### src/rtl/xglue_pkg.sv
package xglue_pkg;
  localparam int DW     = 8;
  localparam int PA_W   = 7;
  localparam int NLATCH = 3;
  localparam int NSEL   = NLATCH + 1;

  typedef enum logic [1:0] {
    SEL_MASK = 2'd0,
    SEL_PB   = 2'd1,
    SEL_PC   = 2'd2,
    SEL_AUX  = 2'd3
  } reg_sel_e;
endpackage

### src/rtl/xglue_rst_sync.sv
module xglue_rst_sync #(
  parameter int STAGES = 2
) (
  input  logic clk,
  input  logic rst_n_i,
  output logic rst_n_o
);
  logic [STAGES-1:0] sh_q;

  always_ff @(posedge clk or negedge rst_n_i) begin
    if (!rst_n_i) sh_q <= '0;
    else          sh_q <= {sh_q[STAGES-2:0], 1'b1};
  end

  assign rst_n_o = sh_q[STAGES-1];
endmodule

### src/rtl/xglue_in_sync.sv
module xglue_in_sync #(
  parameter int W = 7
) (
  input  logic         clk,
  input  logic         rst_n,
  input  logic [W-1:0] d_i,
  output logic [W-1:0] q_o
);
  logic [W-1:0] s1_q, s2_q;

  always_ff @(posedge clk or negedge rst_n) begin
    if (!rst_n) begin
      s1_q <= '0;
      s2_q <= '0;
    end else begin
      s1_q <= d_i;
      s2_q <= s1_q;
    end
  end

  assign q_o = s2_q;
endmodule

### src/rtl/xglue_decode.sv
module xglue_decode #(
  parameter int         ADDR_W   = 16,
  parameter int         PAGE_W   = 8,
  parameter logic [7:0] REG_PAGE = 8'h10,
  parameter logic [7:0] FDD_PAGE = 8'h11
) (
  input  logic              [ADDR_W-1:0] addr_i,
  input  logic                           wr_i,
  input  logic                           rd_i,
  output logic                           rom_cs_n_o,
  output logic                           fdd_cs_n_o,
  output logic [xglue_pkg::NSEL-1:0]     wr_sel_o,
  output logic                           rd_hit_o,
  output logic                    [1:0]  off_o
);
  localparam int LOW_W = ADDR_W - PAGE_W;

  logic [PAGE_W-1:0] page;
  logic              access;
  logic              reg_hit;

  assign page    = addr_i[ADDR_W-1 -: PAGE_W];
  assign access  = wr_i | rd_i;
  assign off_o   = addr_i[1:0];
  assign reg_hit = (page == PAGE_W'(REG_PAGE)) && (addr_i[LOW_W-1:2] == '0);

  assign rom_cs_n_o = ~(access & addr_i[ADDR_W-1]);
  assign fdd_cs_n_o = ~(access & (page == PAGE_W'(FDD_PAGE)));
  assign rd_hit_o   = rd_i & reg_hit;

  for (genvar i = 0; i < xglue_pkg::NSEL; i++) begin : g_wsel
    assign wr_sel_o[i] = wr_i & reg_hit & (off_o == 2'(i));
  end
endmodule

### src/rtl/xglue_top.sv
module xglue_top #(
  parameter int         ADDR_W   = 16,
  parameter int         PAGE_W   = 8,
  parameter logic [7:0] REG_PAGE = 8'h10,
  parameter logic [7:0] FDD_PAGE = 8'h11
) (
  input  logic        clk,
  input  logic        rst_n,
  input  logic [15:0] addr_i,
  input  logic        wr_i,
  input  logic        rd_i,
  input  logic [7:0]  wdata_i,
  output logic [7:0]  rdata_o,
  output logic        rdata_oe_o,
  input  logic [6:0]  pa_n_i,
  output logic [7:0]  pb_n_o,
  output logic [7:0]  pc_n_o,
  output logic        irq_o,
  output logic        rom_cs_n_o,
  output logic        fdd_cs_n_o,
  output logic        drv_rst_n_o
);
  import xglue_pkg::*;

  logic                        rst_s_n;
  logic [NSEL-1:0]             wr_sel;
  logic                        rd_hit;
  logic [1:0]                  off;
  logic [PA_W-1:0]             pa_s;
  logic [NLATCH-1:0][DW-1:0]   lat_q, lat_d;
  logic                        drv_q, drv_d;
  logic                        irq_q, irq_d;
  logic [DW-1:0]               rd_mux;

  xglue_rst_sync #(.STAGES(2)) u_rst (
    .clk(clk), .rst_n_i(rst_n), .rst_n_o(rst_s_n)
  );

  xglue_in_sync #(.W(PA_W)) u_pa (
    .clk(clk), .rst_n(rst_s_n), .d_i(~pa_n_i), .q_o(pa_s)
  );

  xglue_decode #(
    .ADDR_W(ADDR_W), .PAGE_W(PAGE_W), .REG_PAGE(REG_PAGE), .FDD_PAGE(FDD_PAGE)
  ) u_dec (
    .addr_i(addr_i), .wr_i(wr_i), .rd_i(rd_i),
    .rom_cs_n_o(rom_cs_n_o), .fdd_cs_n_o(fdd_cs_n_o),
    .wr_sel_o(wr_sel), .rd_hit_o(rd_hit), .off_o(off)
  );

  // latches: next state, then registers
  for (genvar i = 0; i < NLATCH; i++) begin : g_lat
    always_comb begin
      lat_d[i] = lat_q[i];
      if (wr_sel[i]) lat_d[i] = wdata_i;
    end

    always_ff @(posedge clk or negedge rst_s_n) begin
      if (!rst_s_n) lat_q[i] <= '0;
      else          lat_q[i] <= lat_d[i];
    end
  end

  // sticky drive reset: comes out of reset asserted
  always_comb begin
    drv_d = drv_q;
    if (wr_sel[SEL_AUX]) drv_d = wdata_i[0];
  end

  always_ff @(posedge clk or negedge rst_s_n) begin
    if (!rst_s_n) drv_q <= 1'b1;
    else          drv_q <= drv_d;
  end

  // masked interrupt, registered
  always_comb irq_d = |(pa_s & lat_q[SEL_MASK][PA_W-1:0]);

  always_ff @(posedge clk or negedge rst_s_n) begin
    if (!rst_s_n) irq_q <= 1'b0;
    else          irq_q <= irq_d;
  end

  // readback multiplexer
  always_comb begin
    unique case (reg_sel_e'(off))
      SEL_MASK: rd_mux = lat_q[SEL_MASK];
      SEL_PB:   rd_mux = lat_q[SEL_PB];
      SEL_PC:   rd_mux = lat_q[SEL_PC];
      default:  rd_mux = {{(DW-PA_W){1'b0}}, pa_s};
    endcase
  end

  assign rdata_o     = rd_hit ? rd_mux : '0;
  assign rdata_oe_o  = rd_hit;
  assign pb_n_o      = ~lat_q[SEL_PB];
  assign pc_n_o      = ~lat_q[SEL_PC];
  assign irq_o       = irq_q;
  assign drv_rst_n_o = ~drv_q;
endmodule

### config.mk
export PLATFORM = sky130hd
export DESIGN_NAME = xglue_top
export DESIGN_NICKNAME = d
export VERILOG_FILES = /design/src/rtl/xglue_pkg.sv /design/src/rtl/xglue_rst_sync.sv /design/src/rtl/xglue_in_sync.sv /design/src/rtl/xglue_decode.sv /design/src/rtl/xglue_top.sv
export SDC_FILE = /design/constraint.sdc
export NUM_CORES = 1
export LEC_CHECK = 0
export CORE_UTILIZATION = 29
export CTS_CLUSTER_DIAMETER = 120
export DETAILED_ROUTE_END_ITERATION = 8
export PLACE_DENSITY = 0.57
export RECOVER_POWER = 50
export SYNTH_ARGS = -nofsm -noshare
export SYNTH_HDL_FRONTEND = slang
export SYNTH_HIERARCHICAL = 1
export SYNTH_SLANG_ARGS = --single-unit
### constraint.sdc
create_clock -name clk -period 1.2 [get_ports clk]
set_input_delay 0.12 -clock clk [delete_from_list [all_inputs] [get_ports clk]]
set_output_delay 0.12 -clock clk [all_outputs]
set_load 0.02 [all_outputs]
### After elaboration in Yosys (flattened, before gate mapping)

Index checks and enable logic that the tools add are counted.

| word-level totals | value |
|---|---|
| output and inout port bits | 29 |
| bits in registers | 42 |
| bits of input ports | 35 |
| word-level logic and storage cells | 35 |

| operators by class | value |
|---|---|
| reductions and logical operators | 4 |
| bitwise operators | 16 |
| mux-type cells | 2 |
| equality and inequality tests | 5 |

Operator list:

| operator | count |
|---|---|
| $pmux 8 s3 | 1 |
| $eq 8x5->1 const B | 2 |
| $not 8->8 | 2 |
| $and 1x1->1 | 8 |
| $mux 8 | 1 |
| $and 7x7->7 | 1 |
| $not 7->7 | 1 |
| $reduce_or 7->1 | 1 |
| $logic_not 6->1 | 1 |
| $eq 2x2->1 const B | 2 |
| $not 1->1 | 3 |
| $eq 2x1->1 const B | 1 |
| $logic_not 2->1 | 1 |
| $logic_and 1x1->1 | 1 |
| $or 1x1->1 | 1 |

### Logic depth before layout (Yosys ltp)

Gate-level depths: netlist of run 1.

| depth | value |
|---|---|
| word-level depth | 4 |
| depth in mapped cells | 6 |
| gate-level depth less buffers | 5 |

### Modules after synthesis

The synthesis of run 1 kept the hierarchy.

Modules (own cells, without submodules):

| module | cells each | sequential area each (um2) | area an instance (um2) | times used |
|---|---|---|---|---|
| xglue_top | 127 | 651.9 | 1270.0 | 1 |
| xglue_in_sync | 14 | 350.3 | 350.3 | 1 |
| xglue_decode | 16 | 0.0 | 153.9 | 1 |
| xglue_rst_sync | 3 | 50.0 | 53.8 | 1 |

### Worst setup path after synthesis of run 1

Ideal clock, no wire load.

| path | value |
|---|---|
| path kind | input port to output port |
| from | input addr_i[9] |
| to | output rdata_o[0] |
| stages on the path | 4 |
| path buffers | 0 |
| slack | -0.282 ns |
| data arrival time | 1.362 ns |
| required time | 1.080 ns |
| cells stage by stage | nor3b_1 and4_2 nand2b_1 o22ai_1 |

| between the ends | value |
|---|---|
| word-level cells in the longest chain between the ends | 4 |

Ends and longest elaborated chain:

| item | RTL line | text |
|---|---|---|
| start: declaration | xglue_top.sv:9 | `input logic [15:0] addr_i,` |
| $eq 8x5->1 | xglue_decode.sv:25 | `assign reg_hit = (page == PAGE_W'(REG_PAGE)) && (addr_i[LOW_W-1:2] == '0);` |
| $logic_and 1x1->1 | xglue_decode.sv:25 |  |
| $and 1x1->1 | xglue_decode.sv:29 | `assign rd_hit_o = rd_i & reg_hit;` |
| via rdata_oe_o | xglue_top.sv:14 | `output logic rdata_oe_o,` |
| $mux 8 | xglue_top.sv:93 | `assign rdata_o = rd_hit ? rd_mux : '0;` |
| end: declaration | xglue_top.sv:13 | `output logic [7:0] rdata_o,` |

The timed path passes the listed nets, and every way through them passes these cells.

### Final worst setup path of run 1

| path | value |
|---|---|
| from | input addr_i[0] |
| to | output rdata_o[1] |

| between the ends | value |
|---|---|
| word-level cells in the longest chain between the ends | 3 |
| elaborated cells between the ends (all ways) | 5 |
| those cells by class | eq/ne (2); mux (2); reduce/logical (1) |

Ends and longest elaborated chain:

| item | RTL line | text |
|---|---|---|
| $eq 2x2->1, or another cell as far along | xglue_top.sv:85 | `unique case (reg_sel_e'(off))` |
| $pmux 8 s3 * | xglue_top.sv:85 |  |
| $mux 8 * | xglue_top.sv:93 |  |

Mark *: on every way between the ends. The rest lies on a longest branch, timed or not.

==> results of run 1 <==
flip-flops by register name (all words and copies together) (netlist names):
name and flops:
lat_q 24, u_pa/q_o 7, drv_q 1, u_rst/sh_q 2, irq_o 1, u_pa/s1_q 7
cells by family after synthesis:
logic type | synth area share [%]
buffers and inverters | 7.67
and+or+nand+nor | 11.2
AOI/OAI and AO/OA | 9.99
other | 0.205
DFF | 57.6
muxes | 13.4
worst max-delay path by stage:
stage,slack [ns],end,depth (start not counted),from
floorplan,-0.24,lat_q[0],5,addr_i[15]
global placement,-1.13,rdata_o[0],6,addr_i[8]
detailed placement,-1.13,rdata_o[0],6,addr_i[8]
CTS,-0.27,rdata_o[3],6,addr_i[6]
global route,-0.29,rdata_o[2],6,addr_i[6]
finish,-0.25,rdata_o[1],5,addr_i[0]
routing by layer:
layer  vias up  GRT usage [%]
met3         6           3.71
met4         0           4.29
met1       731           19.5
met5         -              0
li1        751              -
met2        46           24.8
what timing repair did:
item | in CTS | in global routing
hold buffers | 1 | 0
pin swaps | 12 | 10
setup endpoints to repair | 54 | 48
resized for setup | 178 | 48
setup buffers | 2 | 0
hold endpoints to repair | 2 | 0
gates cloned | 1 | 0
cell type report:
class                           instances  area, um^2
Fill cell                             541        2830
Inverter                               24        90.1
Clock buffer                            7        86.3
Tap cell                               75        93.8
Timing Repair Buffer                  104         931
Multi-Input combinational cell         87         898
Sequential cell                        42        1050
Clock inverter                          1        8.76
cell usage after synthesis (2+ instances only):
library cell,n
buf_6,2
a22oi_1,2
dfrtp_1,41
o22ai_1,7
clkbuf_1,2
buf_4,2
nand2_1,19
mux2_2,8
mux2i_1,14
o21ai_0,19
inv_1,24
nor3b_2,2
power breakdown:
| part | internal, mW | total, mW | switching, mW | leakage (nW) |
|---|---|---|---|---|
| combinational | 0.179 | 0.310 | 0.131 | 1.06 |
| clock | 0.475 | 0.943 | 0.468 | 0.0489 |
| sequential | 1.44 | 1.46 | 0.0208 | 0.463 |
==> flow_summary.toml, run 1 <==
[status]
status = "complete, but fails checks"
violations = "setup timing"

[grt]
grtUsageTotal_pct = 15.1
grt_max_degree = 20
grt_pass1_wl_um = 7310
antenna_found_initial = 0
overflow = 0
grt_pass1_vias = 1491

[yosys]
synthesis.area_mm2 = 0.00183
syn_avg_cell_area_um2 = 11.4
synthTopCellsByArea = "dfrtp_1 56%, mux2i_1 7.7%, o21ai_0 5.2%"
synth.ff_latch_count = 42
async_reset_ff_share_pct = 100
ys_types = 30
synth_cells = 160
ys_seq_area_share_pct = 57.6
synth_nets = 195
yosysWarnings = 6
synth-edff-count = 0
yosysTopAreaCell = "dfrtp_1"
netlist.area_leader.share_pct = 56.1
ys.flop_type = "dfrtp_1"

[detailed_routing]
top_layer = "met4"
wl_met1_um = 2050
drc = 0
wl_met3_um = 300
met2_length_um = 2230
dr.pass1.iters = 4
drt-wirelength-per-cell_um = 13.6
routed_wirelength_um = 4630
dr.first_iter.drc_count = 38
drtAntennaViolNets = 0
dr_total_vias = 1534
via_per_inst = 4.51

[critical_path]
path_class = "input port to output port"
path_buf_inv = 3
rr_startpoint = "lat_q[6]"
reg2regPathDepth = 3
cp_max_fo = 10
reg2reg_slack_ns = 0.05
max_stage_delay_ns = 0.32
r2r_end = "irq_o"
endpoint_kind = "output port"
start_kind = "input port"
arrival_ns = 1.33
path_cells = "dlygate4sd2_1, bufbuf_16, mux2i_1, o22ai_4, buf_6"
worst_ep_required_time_ns = 1.08
cp_slowest_cell = "bufbuf_16"
crit_family = "buffers and inverters"

[final_layout]
layoutNonFillerInstCount = 340
fin_area_mm2 = 0.00316
final_nets = 299
utilization_pct = 52.8
layout-area-overhead-vs-synth_pct = 72.9
final_common_cell = "dfrtp_1"
drive_gt1_share_pct = 50.6
layout_common_cells = "41 x dfrtp_1, 28 x buf_4, 24 x inv_1, 24 x buf_6, 15 x nand2_2"
n_antenna_cell = 0

[place]
hpwl_um = 3430
portBuffers = 63
place_area_mm2 = 0.00296
dp.cells = 330
place_congestion = 0.709
place_ws_ns = -1.13

[timing]
final_hold_viol_count = 0
tightest_slew_ns = 0.649
layout_min_cycle_time_ns = 1.45
fin_ws_ns = -0.246
rsz0062_at_grt = "true"
hold_ws_ns = 0.277
slew_violations = 0
max_slew_margin_pct = 56.7
setup_viol = 32
setup-tns-final_ns = -3.81
fin_worst_skew_ns = 0.00831
clock.fmax_mhz = 692
fin_crit_sh_pct = 120

[clocking]
cts.sinks = 42
cts-root-buf = "clkbuf_8"
cts_max_level = 2
worstSkewPairLatency_ns = 0.29
path_clk_slew_ns = 0.08
cts_tree = "yes"
cts_buffers = 5
cts_buffer_depth = 2

[hold_path]
hold_path_class = "register to asynchronous set/reset pin"

[floorplan]
die_area_mm2 = 0.00663
num_rows = 28
die_x_um = 81.4
top_level_ports = 64
start_util_pct = 30.5
core_area_mm2 = 0.00599
chipHeight_um = 81.4

[power_and_ir_drop]
vdd_drop_max_mv = 0.617
leakagePower_nw = 1.57
p_total_mw = 2.72
power.density_mw_per_mm2 = 859

[flow_run]
maxCapViolations = 0
No activity file was read; power rests on OpenSTA's default activity.
==> inputs of run 2 (changes only) <==
--- a/config.mk
+++ b/config.mk
@@ -5,11 +5,12 @@
 export SDC_FILE = /design/constraint.sdc
 export NUM_CORES = 1
 export LEC_CHECK = 0
-export CORE_UTILIZATION = 29
+export CORE_UTILIZATION = 44
 export CTS_CLUSTER_DIAMETER = 120
 export DETAILED_ROUTE_END_ITERATION = 8
-export PLACE_DENSITY = 0.57
+export PLACE_DENSITY = 0.77
 export RECOVER_POWER = 50
+export SLEW_MARGIN = 30
 export SYNTH_ARGS = -nofsm -noshare
 export SYNTH_HDL_FRONTEND = slang
 export SYNTH_HIERARCHICAL = 1
==> constraint.sdc (replaced) <==
create_clock -name clk -period 1.5 [get_ports clk]
set_input_delay 0.15 -clock clk [delete_from_list [all_inputs] [get_ports clk]]
set_output_delay 0.15 -clock clk [all_outputs]
set_load 0.02 [all_outputs]
==> flow_summary.toml, run 2 (same netlist as run 1, synthesis figures left out) <==
[status]
status = "complete, but fails checks"
violations = "setup timing"

[power_and_ir_drop]
p_switching_mw = 0.479
vdd_drop_max_mv = 0.576
p_int_mw = 1.81
leakagePower_nw = 1.52
sw_frac_of_total_pct = 21.0
power.density_mw_per_mm2 = 769
comb_power_share_pct = 9.9
power.share.clock_pct = 39.2
seq_power_share_pct = 50.9

[detailed_routing]
routed_wirelength_um = 4720
drtAntennaViolNets = 0
dr.pass1.iters = 4
drc = 0
dr_total_vias = 1521
dr.first_iter.drc_count = 99
via_per_inst = 5.09
drt-wirelength-per-cell_um = 15.8

[grt]
antenna_found_initial = 0
grt_pass1_vias = 1566
grt_pass1_wl_um = 7600
grtUsageTotal_pct = 23.7
grt_max_degree = 41
overflow = 0

[place]
hpwl_um = 3150
place_congestion = 0.790
dp.cells = 291
portBuffers = 63

[hold_path]
hold_path_class = "input port to asynchronous set/reset pin"

[critical_path]
endpoint_kind = "output port"
start_kind = "input port"
path_class = "input port to output port"
arrival_ns = 1.38
cp_max_fo = 3
worst_ep_required_time_ns = 1.35

[timing]
slew_violations = 0
tightest_slew_ns = 0.962
max_slew_margin_pct = 35.9
layout_min_cycle_time_ns = 1.53
fin_worst_skew_ns = 0.00616
setup_viol = 6
clock.fmax_mhz = 652
hold_ws_ns = 0.0842
final_hold_viol_count = 0
rsz0062_at_grt = "true"
fin_ws_ns = -0.0329
fin_crit_sh_pct = 102

[floorplan]
num_rows = 23
chipHeight_um = 66.5
top_level_ports = 64
die_x_um = 66.5
core_area_mm2 = 0.00400
die_area_mm2 = 0.00442
start_util_pct = 45.7

[flow_run]
maxCapViolations = 0

[clocking]
cts-root-buf = "clkbuf_8"
path_clk_slew_ns = 0.07
worstSkewPairLatency_ns = 0.29
cts_buffer_depth = 2
cts.sinks = 42
cts_max_level = 2
cts_tree = "yes"
cts_buffers = 5

[final_layout]
layoutNonFillerInstCount = 299
largest_reg_flops = 24
layout-area-overhead-vs-synth_pct = 62.6
layout_common_cells = "41 x dfrtp_1, 24 x inv_1, 19 x buf_6, 19 x dlygate4sd2_1"
top_register = "lat_q"
n_antenna_cell = 0
final_nets = 284
drive_gt1_share_pct = 35.7
final_common_cell = "dfrtp_1"
run 2: stage by stage:
stage                     cell area, um^2  TNS (ns)  setup WS, ns  utilization, %  total power, mW
after global routing                 2970    -0.416       -0.0883            74.3             2.37
final                                2970   -0.0940       -0.0329            74.3             2.28
after floorplan                      1830    -0.280       -0.0417               -             1.25
after global placement               2660    -19.31        -0.943            66.5             1.39
after CTS                            2930   -0.0911       -0.0441            73.3             2.31
after detailed placement             2660    -20.32        -0.971            66.5             1.39
run 2: what timing repair did:
action,in CTS,in global routing
cloned,1,0
gates resized for setup,152,28
setup buffers,3,0
endpoints found under the setup margin,51,35
pin swaps,13,9
hold buffers,0,0
run 2: final timing paths:
check,start,to,slack (ns),depth (start not counted)
worst max-delay path,addr_i[4],rdata_o[6],-0.03,7
worst min-delay path,rst_n,u_rst/sh_q[1],0.08,1
worst max register to register,lat_q[6],irq_o,0.37,2
min in group clk,u_pa/s1_q[3],u_pa/q_o[3],0.35,0
max in group asynchronous,u_rst/sh_q[1],lat_q[18],0.44,1
worst min register to register,u_pa/s1_q[3],u_pa/q_o[3],0.35,0
run 2: metal layers:
layer	part of all wire (%)	track usage, %
met1	39	28.0
met2	53	41.6
met3	5.8	6.85
met4	1.7	6.65
met5	0	0
run 2: layout make-up:
class / count / area [um^2]
flip-flops and latches: 42 / 1050
inverters: 24 / 90.1
repair buffers: 89 / 802
fillers: 282 / 1030
clock buffers: 6 / 82.6
clock inverters: 1 / 30.0
well taps: 50 / 62.6
multi-input cells: 87 / 852
run 2: power groups by stage:
stage | registers, mW | logic (mW) | clock network [mW]
6_report | 1.16 | 0.225 | 0.896
4_1_cts | 1.16 | 0.226 | 0.919
5_1_grt | 1.17 | 0.244 | 0.958
2_1_floorplan | 1.20 | 0.0562 | 0
3_5_place_dp | 1.18 | 0.207 | 0
3_3_place_gp | 1.18 | 0.204 | 0
run 2: critical path: stages:
cell      delay, ns
buf_6          0.10
nor4_4         0.30
and4_4         0.32
nand2b_4       0.08
buf_6          0.14
o22ai_4        0.16
buf_6          0.14
==> inputs of run 3 (changes only) <==
--- a/config.mk
+++ b/config.mk
@@ -5,7 +5,10 @@
 export SDC_FILE = /design/constraint.sdc
 export NUM_CORES = 1
 export LEC_CHECK = 0
-export CORE_UTILIZATION = 44
+export ABC_CLOCK_PERIOD_IN_PS = 1500
+export CELL_PAD_IN_SITES_DETAIL_PLACEMENT = 2
+export CELL_PAD_IN_SITES_GLOBAL_PLACEMENT = 2
+export CORE_UTILIZATION = 27
 export CTS_CLUSTER_DIAMETER = 120
 export DETAILED_ROUTE_END_ITERATION = 8
 export PLACE_DENSITY = 0.77
==> flow_summary.toml, run 3 (same netlist as run 1, synthesis figures left out) <==
[timing]
max_slew_margin_pct = 29.8
tightest_slew_ns = 1.05
final_hold_viol_count = 0
fin_worst_skew_ns = 0.00422
slew_violations = 0
setup_viol = 7
fin_crit_sh_pct = 101
layout_min_cycle_time_ns = 1.52
fin_ws_ns = -0.0189
rsz0062_at_grt = "true"
clock.fmax_mhz = 658

[place]
place_congestion = 0.724
place_ws_ns = -1.16
dp.cells = 314
hpwl_um = 3890
portBuffers = 63

[critical_path]
max_stage_delay_ns = 0.32
cp_common_cell = "buf_6"
worst_ep_required_time_ns = 1.35
path_buf_inv = 2
endpoint_kind = "output port"
cp_slowest_cell = "and4_4"
rr_startpoint = "u_rst/sh_q[1]"
reg2regPathDepth = 1
path_cells = "buf_6, nor4_4, and4_4, nand2b_4, o22ai_4, buf_6"
path_class = "input port to output port"
cp_max_fo = 7
crit_family = "simple AND/OR/NAND/NOR gates"
arrival_ns = 1.37
start_kind = "input port"
r2r_end = "lat_q[23]"
reg2reg_slack_ns = 0.30

[power_and_ir_drop]
comb_power_share_pct = 11.5
leakagePower_nw = 1.53
seq_power_share_pct = 54.4
sw_frac_of_total_pct = 24.4
vdd_drop_max_mv = 0.457
power.share.clock_pct = 34.1
p_switching_mw = 0.523
p_int_mw = 1.62
power.density_mw_per_mm2 = 718

[floorplan]
die_area_mm2 = 0.00710
num_rows = 29
chipHeight_um = 84.3
die_x_um = 84.3
top_level_ports = 64
core_area_mm2 = 0.00646
start_util_pct = 28.3

[status]
violations = "DRC, setup timing"
status = "complete, but fails checks"

[grt]
grt_pass1_wl_um = 9140
grtUsageTotal_pct = 17.1
grt_max_degree = 22
grt_pass1_vias = 1765
overflow = 0
antenna_found_initial = 0

[clocking]
cts_tree = "yes"
cts_buffer_depth = 2
cts-root-buf = "clkbuf_8"
path_clk_slew_ns = 0.08
cts_max_level = 2
holdBufCountCts = 0
cts_buffers = 5
worstSkewPairLatency_ns = 0.29
cts.sinks = 42

[detailed_routing]
routed_wirelength_um = 5750
dr.first_iter.drc_count = 58
dr.pass1.iters = 6
dr_total_vias = 1539
drc = 13
via_per_inst = 4.71
drt-wirelength-per-cell_um = 17.6
drtAntennaViolNets = 0

[flow_run]
maxCapViolations = 0

[final_layout]
layout-area-overhead-vs-synth_pct = 63.0
layout_common_cells = "41 x dfrtp_1, 24 x inv_1, 21 x dlygate4sd2_1"
drive_gt1_share_pct = 33.6
final_common_cell = "dfrtp_1"
final_nets = 284
layoutNonFillerInstCount = 327
utilization_pct = 46.1
n_antenna_cell = 0
top_register = "lat_q"
n_fill_cell = 680
largest_reg_flops = 24

[hold_path]
hold_path_class = "input port to asynchronous set/reset pin"
run 3: cell count changes in the layout (fill, tap and decap cells not counted), moves of 3 or more:
| cell | before | now |
|---|---|---|
| o21ai_0 | 15 | 18 |
| mux2_2 | 3 | 8 |
| mux2_4 | 6 | 1 |
| buf_6 | 19 | 15 |
| o22ai_4 | 6 | 3 |
| mux2i_2 | 5 | 0 |
| mux2i_1 | 9 | 12 |
| o22ai_2 | 0 | 4 |
| clkbuf_2 | 4 | 1 |
run 3: timing repair:
| item | in CTS | in global routing |
|---|---|---|
| resized for setup | 150 | 12 |
| gates cloned | 1 | 1 |
| buffers inserted | 3 | 1 |
| endpoints found under the setup margin | 51 | 33 |
| pin swaps | 13 | 0 |
run 3: worst max-delay path by stage:
stage          startpoint    endpoint  slack [ns]  cells after the start
6_report        addr_i[6]  rdata_o[3]       -0.02                      6
4_1_cts        addr_i[15]  rdata_o[3]     0.00005                      6
3_3_place_gp   addr_i[15]  rdata_o[0]       -1.13                      6
2_1_floorplan   addr_i[9]  rdata_o[0]       -0.04                      4
5_1_grt         addr_i[6]  rdata_o[0]       -0.07                      6
3_5_place_dp   addr_i[15]  rdata_o[0]       -1.16                      6
run 3: routing by layer:
metal	vias to the layer above	global-route usage (%)	share of wire [%]	wire length [um]
met3	5	3.44	4.9	281
met1	766	20.4	42	2440
met4	0	5.33	1.1	63
li1	721	-	-	-
met2	47	31.0	52	2960
met5	-	0	0	0
run 3: power groups by stage:
stage	Combinational, mW	Clock [mW]	Sequential [mW]
6_report	0.246	0.730	1.16
4_1_cts	0.249	0.766	1.17
3_3_place_gp	0.216	0	1.18
3_5_place_dp	0.220	0	1.19
2_1_floorplan	0.0562	0	1.20
5_1_grt	0.266	0.813	1.17
run 3: final cells by class:
cell class | count | area [um^2] | share of cell area [%]
inverters | 24 | 90.1 | 3.02
repair buffers | 89 | 835 | 28.0
clock buffers | 5 | 68.8 | 2.31
flip-flops and latches | 42 | 1050 | 35.3
multi-input cells | 87 | 820 | 27.5
clock inverters | 3 | 18.8 | 0.630
well taps | 77 | 96.3 | 3.23
run 3: per-stage QoR:
step | total power [mW] | TNS [ns] | hold slack, ns | instance area, um^2
after floorplan | 1.25 | -0.280 | -0.146 | 1830
after global placement | 1.40 | -22.63 | 0.229 | 2680
after detailed placement | 1.41 | -23.33 | 0.279 | 2680
after CTS | 2.18 | 0 | 0.00299 | 2930
after global routing | 2.25 | -0.524 | 0.0701 | 2980
final | 2.14 | -0.107 | 0.0808 | 2980
